$ cat config.mk
export PLATFORM = sky130hd
export DESIGN_NAME = pipe_hazard_ctrl
export DESIGN_NICKNAME = d
export VERILOG_FILES = /design/src/rtl/pipe_hz_pkg.sv /design/src/rtl/hz_stage_buf.sv /design/src/rtl/hz_tag_rf.sv /design/src/rtl/hz_detect.sv /design/src/rtl/pipe_hazard_ctrl.sv
export SDC_FILE = /design/constraint.sdc
export NUM_CORES = 1
export LEC_CHECK = 0
export ABC_AREA = 1
export CAP_MARGIN = 40
export CORE_AREA = 8 8 149 151
export DETAILED_ROUTE_END_ITERATION = 10
export DIE_AREA = 0 0 157 159
export GPL_TIMING_DRIVEN = 0
export HOLD_SLACK_MARGIN = 0.06
export PLACE_DENSITY = 0.75
export SYNTH_ARGS = -nofsm -noshare
export SYNTH_HDL_FRONTEND = slang
export SYNTH_SLANG_ARGS = --single-unit
$ cat constraint.sdc
create_clock -name clk_i -period 1.7 [get_ports clk_i]
set_input_delay 0.34 -clock clk_i [delete_from_list [all_inputs] [get_ports clk_i]]
set_output_delay 0.34 -clock clk_i [all_outputs]
set_load 0.02 [all_outputs]
$ cat src/rtl/pipe_hz_pkg.sv
package pipe_hz_pkg;
  typedef enum logic [1:0] {
    SEL_RF = 2'd0,
    SEL_EX = 2'd1,
    SEL_WB = 2'd2
  } opnd_sel_e;
endpackage

$ cat src/rtl/hz_stage_buf.sv
module hz_stage_buf #(
  parameter int W = 8
) (
  input  logic         clk_i,
  input  logic         rst_ni,
  input  logic         hold_i,
  input  logic         vld_i,
  input  logic [W-1:0] data_i,
  output logic         vld_o,
  output logic [W-1:0] data_o
);
  always_ff @(posedge clk_i or negedge rst_ni) begin
    if (!rst_ni) begin
      vld_o  <= 1'b0;
      data_o <= '0;
    end else if (!hold_i) begin
      vld_o  <= vld_i;
      data_o <= data_i;
    end
  end
endmodule

$ cat src/rtl/hz_tag_rf.sv
module hz_tag_rf #(
  parameter int NREG  = 16,
  parameter int TAG_W = 8,
  parameter int NRD   = 2,
  localparam int RW   = $clog2(NREG)
) (
  input  logic                      clk_i,
  input  logic                      rst_ni,
  input  logic                      we_i,
  input  logic [RW-1:0]             waddr_i,
  input  logic [TAG_W-1:0]          wdata_i,
  input  logic [NRD-1:0][RW-1:0]    raddr_i,
  output logic [NRD-1:0][TAG_W-1:0] rdata_o
);
  logic [NREG-1:0][TAG_W-1:0] mem_q;

  // entry 0 is never written
  always_ff @(posedge clk_i or negedge rst_ni) begin
    if (!rst_ni) begin
      mem_q <= '0;
    end else if (we_i && (waddr_i != '0)) begin
      mem_q[waddr_i] <= wdata_i;
    end
  end

  for (genvar k = 0; k < NRD; k++) begin : g_rd
    assign rdata_o[k] = (raddr_i[k] == '0) ? '0 : mem_q[raddr_i[k]];
  end
endmodule

$ cat src/rtl/hz_detect.sv
module hz_detect
  import pipe_hz_pkg::*;
#(
  parameter int RW   = 4,
  parameter int NSRC = 2
) (
  input  logic                     fwd_en_i,
  input  logic                     ex_busy_i,
  input  logic                     d_vld_i,
  input  logic [NSRC-1:0][RW-1:0]  d_src_i,
  input  logic                     e_vld_i,
  input  logic [RW-1:0]            e_dst_i,
  input  logic                     w_vld_i,
  input  logic [RW-1:0]            w_dst_i,
  output logic                     ex_stall_o,
  output logic                     raw_stall_o,
  output logic [NSRC-1:0][1:0]     sel_o
);
  logic [NSRC-1:0] dep_e, dep_w;

  for (genvar k = 0; k < NSRC; k++) begin : g_src
    logic      live;
    opnd_sel_e sel;
    assign live     = d_vld_i && (d_src_i[k] != '0);
    assign dep_e[k] = live && e_vld_i && (e_dst_i == d_src_i[k]);
    assign dep_w[k] = live && w_vld_i && (w_dst_i == d_src_i[k]);
    always_comb begin
      sel = SEL_RF;
      if (fwd_en_i) begin
        if (dep_e[k])      sel = SEL_EX;  // youngest producer first
        else if (dep_w[k]) sel = SEL_WB;
      end
    end
    assign sel_o[k] = sel;
  end

  assign ex_stall_o  = e_vld_i && ex_busy_i;
  assign raw_stall_o = !fwd_en_i && ((|dep_e) || (|dep_w));
endmodule

$ cat src/rtl/pipe_hazard_ctrl.sv
module pipe_hazard_ctrl
  import pipe_hz_pkg::*;
#(
  parameter int NREG  = 16,
  parameter int TAG_W = 8,
  localparam int RW   = $clog2(NREG)
) (
  input  logic             clk_i,
  input  logic             rst_ni,
  input  logic             fwd_en_i,
  input  logic             if_valid_i,
  input  logic [TAG_W-1:0] if_tag_i,
  input  logic [RW-1:0]    if_src_a_i,
  input  logic [RW-1:0]    if_src_b_i,
  input  logic [RW-1:0]    if_dst_i,
  input  logic             if_taken_i,
  input  logic             ex_busy_i,
  output logic             if_ready_o,
  output logic             hold_dec_o,
  output logic             hold_exe_o,
  output logic             bubble_exe_o,
  output logic             bubble_wb_o,
  output logic [1:0]       fwd_sel_a_o,
  output logic [1:0]       fwd_sel_b_o,
  output logic             squash_o,
  output logic             wb_valid_o,
  output logic [TAG_W-1:0] wb_tag_o,
  output logic [RW-1:0]    wb_dst_o,
  output logic [TAG_W-1:0] wb_opa_o,
  output logic [TAG_W-1:0] wb_opb_o
);
  localparam int NSRC = 2;

  typedef struct packed {
    logic             tk;
    logic [RW-1:0]    dst;
    logic [RW-1:0]    sb;
    logic [RW-1:0]    sa;
    logic [TAG_W-1:0] tag;
  } dslot_t;

  typedef struct packed {
    logic [RW-1:0]    dst;
    logic [TAG_W-1:0] tag;
    logic [TAG_W-1:0] opa;
    logic [TAG_W-1:0] opb;
  } eslot_t;

  logic   d_vld, e_vld, w_vld;
  dslot_t d_q, d_in;
  eslot_t e_q, e_in, w_q;

  logic ex_stall, raw_stall, hold_dec, squash;
  logic [NSRC-1:0][RW-1:0]    src;
  logic [NSRC-1:0][1:0]       sel;
  logic [NSRC-1:0][TAG_W-1:0] rf_rd, opnd;

  assign src[0] = d_q.sa;
  assign src[1] = d_q.sb;

  hz_detect #(.RW(RW), .NSRC(NSRC)) u_det (
    .fwd_en_i   (fwd_en_i),
    .ex_busy_i  (ex_busy_i),
    .d_vld_i    (d_vld),
    .d_src_i    (src),
    .e_vld_i    (e_vld),
    .e_dst_i    (e_q.dst),
    .w_vld_i    (w_vld),
    .w_dst_i    (w_q.dst),
    .ex_stall_o (ex_stall),
    .raw_stall_o(raw_stall),
    .sel_o      (sel)
  );

  hz_tag_rf #(.NREG(NREG), .TAG_W(TAG_W), .NRD(NSRC)) u_rf (
    .clk_i  (clk_i),
    .rst_ni (rst_ni),
    .we_i   (w_vld),
    .waddr_i(w_q.dst),
    .wdata_i(w_q.tag),
    .raddr_i(src),
    .rdata_o(rf_rd)
  );

  for (genvar k = 0; k < NSRC; k++) begin : g_opnd
    always_comb begin
      unique case (sel[k])
        SEL_EX:  opnd[k] = e_q.tag;
        SEL_WB:  opnd[k] = w_q.tag;
        default: opnd[k] = rf_rd[k];
      endcase
    end
  end

  assign hold_dec = ex_stall || raw_stall;
  // branch resolved in decode; only squashes once it really moves on
  assign squash   = d_vld && d_q.tk && !hold_dec;

  assign d_in = '{tk: if_taken_i, dst: if_dst_i, sb: if_src_b_i,
                  sa: if_src_a_i, tag: if_tag_i};
  assign e_in = '{dst: d_q.dst, tag: d_q.tag, opa: opnd[0], opb: opnd[1]};

  hz_stage_buf #(.W($bits(dslot_t))) u_buf_dec (
    .clk_i (clk_i),
    .rst_ni(rst_ni),
    .hold_i(hold_dec),
    .vld_i (if_valid_i && !squash),
    .data_i(d_in),
    .vld_o (d_vld),
    .data_o(d_q)
  );

  hz_stage_buf #(.W($bits(eslot_t))) u_buf_exe (
    .clk_i (clk_i),
    .rst_ni(rst_ni),
    .hold_i(ex_stall),
    .vld_i (d_vld && !raw_stall),
    .data_i(e_in),
    .vld_o (e_vld),
    .data_o(e_q)
  );

  hz_stage_buf #(.W($bits(eslot_t))) u_buf_wb (
    .clk_i (clk_i),
    .rst_ni(rst_ni),
    .hold_i(1'b0),
    .vld_i (e_vld && !ex_stall),
    .data_i(e_q),
    .vld_o (w_vld),
    .data_o(w_q)
  );

  assign if_ready_o   = !hold_dec;
  assign hold_dec_o   = hold_dec;
  assign hold_exe_o   = ex_stall;
  assign bubble_exe_o = raw_stall && !ex_stall;
  assign bubble_wb_o  = ex_stall;
  assign fwd_sel_a_o  = sel[0];
  assign fwd_sel_b_o  = sel[1];
  assign squash_o     = squash;
  assign wb_valid_o   = w_vld;
  assign wb_tag_o     = w_q.tag;
  assign wb_dst_o     = w_q.dst;
  assign wb_opa_o     = w_q.opa;
  assign wb_opb_o     = w_q.opb;
endmodule

==> run_results.csv <==
group,metric,value,unit
outcome,status,"complete, but fails checks",
outcome,violations,"negative setup slack",
placed_design,routabilityCongestion,0.990,
power,irDropWorstVdd,1.08,mV
setup_path,critPathKind,"reg2out",
clock_network,cts_inserted_buffers,23,
yosys,synth-seq-area-share,49.7,%
sta,fin_crit_sh,150,%
finish,final_common_cell,"nand2_1",
yosys,synth_top_area_cell,"dfrtp_1",
yosys,synth_ff_type,"dfrtp_1",
yosys,ys_warn_count,0,
yosys,syn_inst,1413,
finish,final_core_util,71.2,%
routing,vias_per_cell,5.94,
finish,final_nets,1600,
placed_design,dpl_cell_area,11600,µm²
sta,setup_viol,75,
setup_path,crit_required,1360,ps
yosys,synth_edf_count,0,
global_routing,antenna_found_initial,1,
setup_path,endpoint_kind,"output port",
setup_path,ff2ff_path_depth,13,
finish,layout-drive-gt1-share,23.7,%
setup_path,reg2reg_setup_slack,-380,ps
setup_path,r2r-start,"u_buf_dec.data_o[8]$_DFFE_PN0P_",
yosys,synth_area,10500,µm²
power,p_leak,6.59,nW
sta,slew_headroom,50.5,%
routing,drcViolationCount,0,
floorplanning,fp-row-count,52,
routing,vias,11000,
clock_network,path_clk_slew,60,ps
run,maxCapViolations,0,
setup_path,arrival,2220,ps
finish,area.growth.synth_to_final,34.9,%
finish,fin_area,14100,µm²
yosys,async_flop_share,100,%
finish,fin_cells,1858,
global_routing,grt_max_degree,82,
clock_network,cts_tree,"done",
clock_network,cts.htree.levels,1,
placed_design,preCtsSetupSlack,-1140,ps
placed_design,place_hpwl,28800,µm
setup_path,r2r-end,"u_buf_exe.data_o[14]$_DFFE_PN0N_",
global_routing,overflow,0,
global_routing,grtUsageTotal,33.0,%
finish,fillers,1557,
yosys,syn-num-nets,1439,
sta,clock_skew,15.8,ps
min_path,min_path_type,"in2async",
routing,drt_iter0_markers,1250,
yosys,ys_ff_latch,208,
floorplanning,die_w,157,µm
floorplanning,io_pins,65,
floorplanning,core_region_area,19800,µm²
placed_design,placedCellCount,1749,
clock_network,worstSkewPairLatency,540,ps
sta,finalHoldViolCount,0,
yosys,yosysUniqueCellTypes,26,
sta,rsz0062_at_grt,"true",
finish,layout_common_cells,"nand2_1 (452), dfrtp_1 (190), o21ai_0 (150), nand3_1 (78), inv_1 (70)",
sta,finalMaxSlewViolations,0,
yosys,postSynthAreaPerCell,7.41,µm²
setup_path,crit_fanout,4,
sta,tightest_slew,743,ps
yosys,synth_area_leaders,"dfrtp_1 (50%), nand2_1 (18%), o21ai_0 (8.6%)",
sta,period_minus_slack,2560,ps
floorplanning,die_height,159,µm
global_routing,grt_pass1_vias,10100,
clock_network,cts_sinks,208,
sta,fin_setup_tns,-14560,ps
floorplanning,start_util,52.8,%
global_routing,grt_pass1_wl,61900,µm
floorplanning,die_area,25000,µm²
power,powerDensity,2080,nW/µm²
sta,setup_slack,-857,ps
yosys,yosys.area.top_type_share,49.7,%
routing,antenna_left,0,
clock_network,cts_max_path_buffers,3,
routing,drt-pass1-iter-count,6,
clock_network,root_buffer,"clkbuf_16",
placed_design,port_buffers,64,
setup_path,start_kind,"register",
routing,finalWirelength,43000,µm
routing,routedWlPerCell,23.2,µm
finish,antenna_cells,0,
sta,fmax,0.391,GHz
==> cell type report <==
type                       count  area (µm²)  area share (%)
clock inverter                 9         115           0.815
clock buffer                  30         632            4.47
tap                          270         338            2.39
multi-input combinational   1027        5230            37.0
buffer                        83         744            5.27
sequential                   208        5230            37.0
inverter                      88         380            2.69
timing repair buffer         143        1460            10.3
==> cells in the mapped netlist (2+ instances only) <==
library cell  count
nand3b_1          2
nor2_1          101
nor2_2            2
buf_2            28
buf_1             3
inv_2            10
o21ai_1           2
a21oi_1          78
o211ai_1         35
clkbuf_1         52
dfrtp_1         208
nor3_1            2
o21ai_0         181
buf_4             5
clkinv_1          2
nor3_2            2
nand2_2           2
nor2_4            4
nand3_1          99
buf_6             2
inv_1            76
nand4_1           2
nand2_1         512
==> timing repair <==
item / CTS / global route
setup buffers: 38 / 35
endpoints found under the hold margin: 58 / 0
pin swaps: 42 / 84
hold buffers: 1 / 0
cloned: 3 / 6
endpoints found under the setup margin: 198 / 172
resized for setup: 311 / 198
==> metrics by stage <==
step | total power (W) | hold WS [ps]
after floorplan | 0.0150 | 44.4
after global placement | 0.0198 | 360
after detailed placement | 0.0200 | 293
after CTS | 0.0267 | 349
after global routing | 0.0306 | 370
final | 0.0293 | 314
==> cell families after synthesis <==
group                  Yosys count  synth area share (%)
AO/OA/AOI/OAI                  297                  15.2
buffers and inverters          178                  7.04
AND/OR/NAND/NOR                730                  28.1
flip-flops                     208                  49.7
==> state kept, by name, summed over array words and instances, names as in the netlist <==
| register | cells |
|---|---|
| u_rf.mem_q | 128 |
| u_buf_exe.data_o | 28 |
| u_buf_wb.data_o | 28 |
| u_buf_dec.data_o | 21 |
| u_buf_dec.vld_o | 1 |
| u_buf_exe.vld_o | 1 |
| u_buf_wb.vld_o | 1 |
==> how the worst max path moves through the flow <==
| stage | end | from | slack [ps] | cells past startpoint |
|---|---|---|---|---|
| 2_1_floorplan | squash_o | u_buf_dec.data_o[10]$_DFFE_PN0P_ | -220 | 10 |
| 3_3_place_gp | u_buf_wb.vld_o$_DFF_PN0_ | rst_ni | -9000 | 1 |
| 3_5_place_dp | squash_o | u_buf_dec.data_o[13]$_DFFE_PN0P_ | -1140 | 12 |
| 4_1_cts | squash_o | u_buf_dec.data_o[13]$_DFFE_PN0P_ | -760 | 12 |
| 5_1_grt | squash_o | u_buf_wb.data_o[27]$_DFF_PN0_ | -920 | 11 |
| 6_report | squash_o | u_buf_wb.data_o[27]$_DFF_PN0_ | -860 | 11 |
==> power breakdown <==
| group | leakage (nW) | switching (W) | internal [W] |
|---|---|---|---|
| Combinational | 3.58 | 0.00993 | 0.00565 |
| Sequential | 2.64 | 0.00181 | 0.00695 |
| Clock | 0.364 | 0.00207 | 0.00293 |
| Total | 6.59 | 0.0138 | 0.0155 |
==> per-layer routing <==
layer	track usage, %	wire length [µm]
met5	0	13
met4	15.8	2700
met3	7.06	4810
met2	49.2	18700
met1	44.9	16800
==> worst max-delay path: stages (launching register included) <==
cell and delay, ps:
dfrtp_2 440, inv_1 230, a21oi_1 120, nand2_1 120
nor2_4 50, nand2_2 60, nand2_2 70, o21bai_4 180
nand2_4 80, buf_8 130, nor2_4 70, buf_6 120
(Power assumes the default switching activity.)
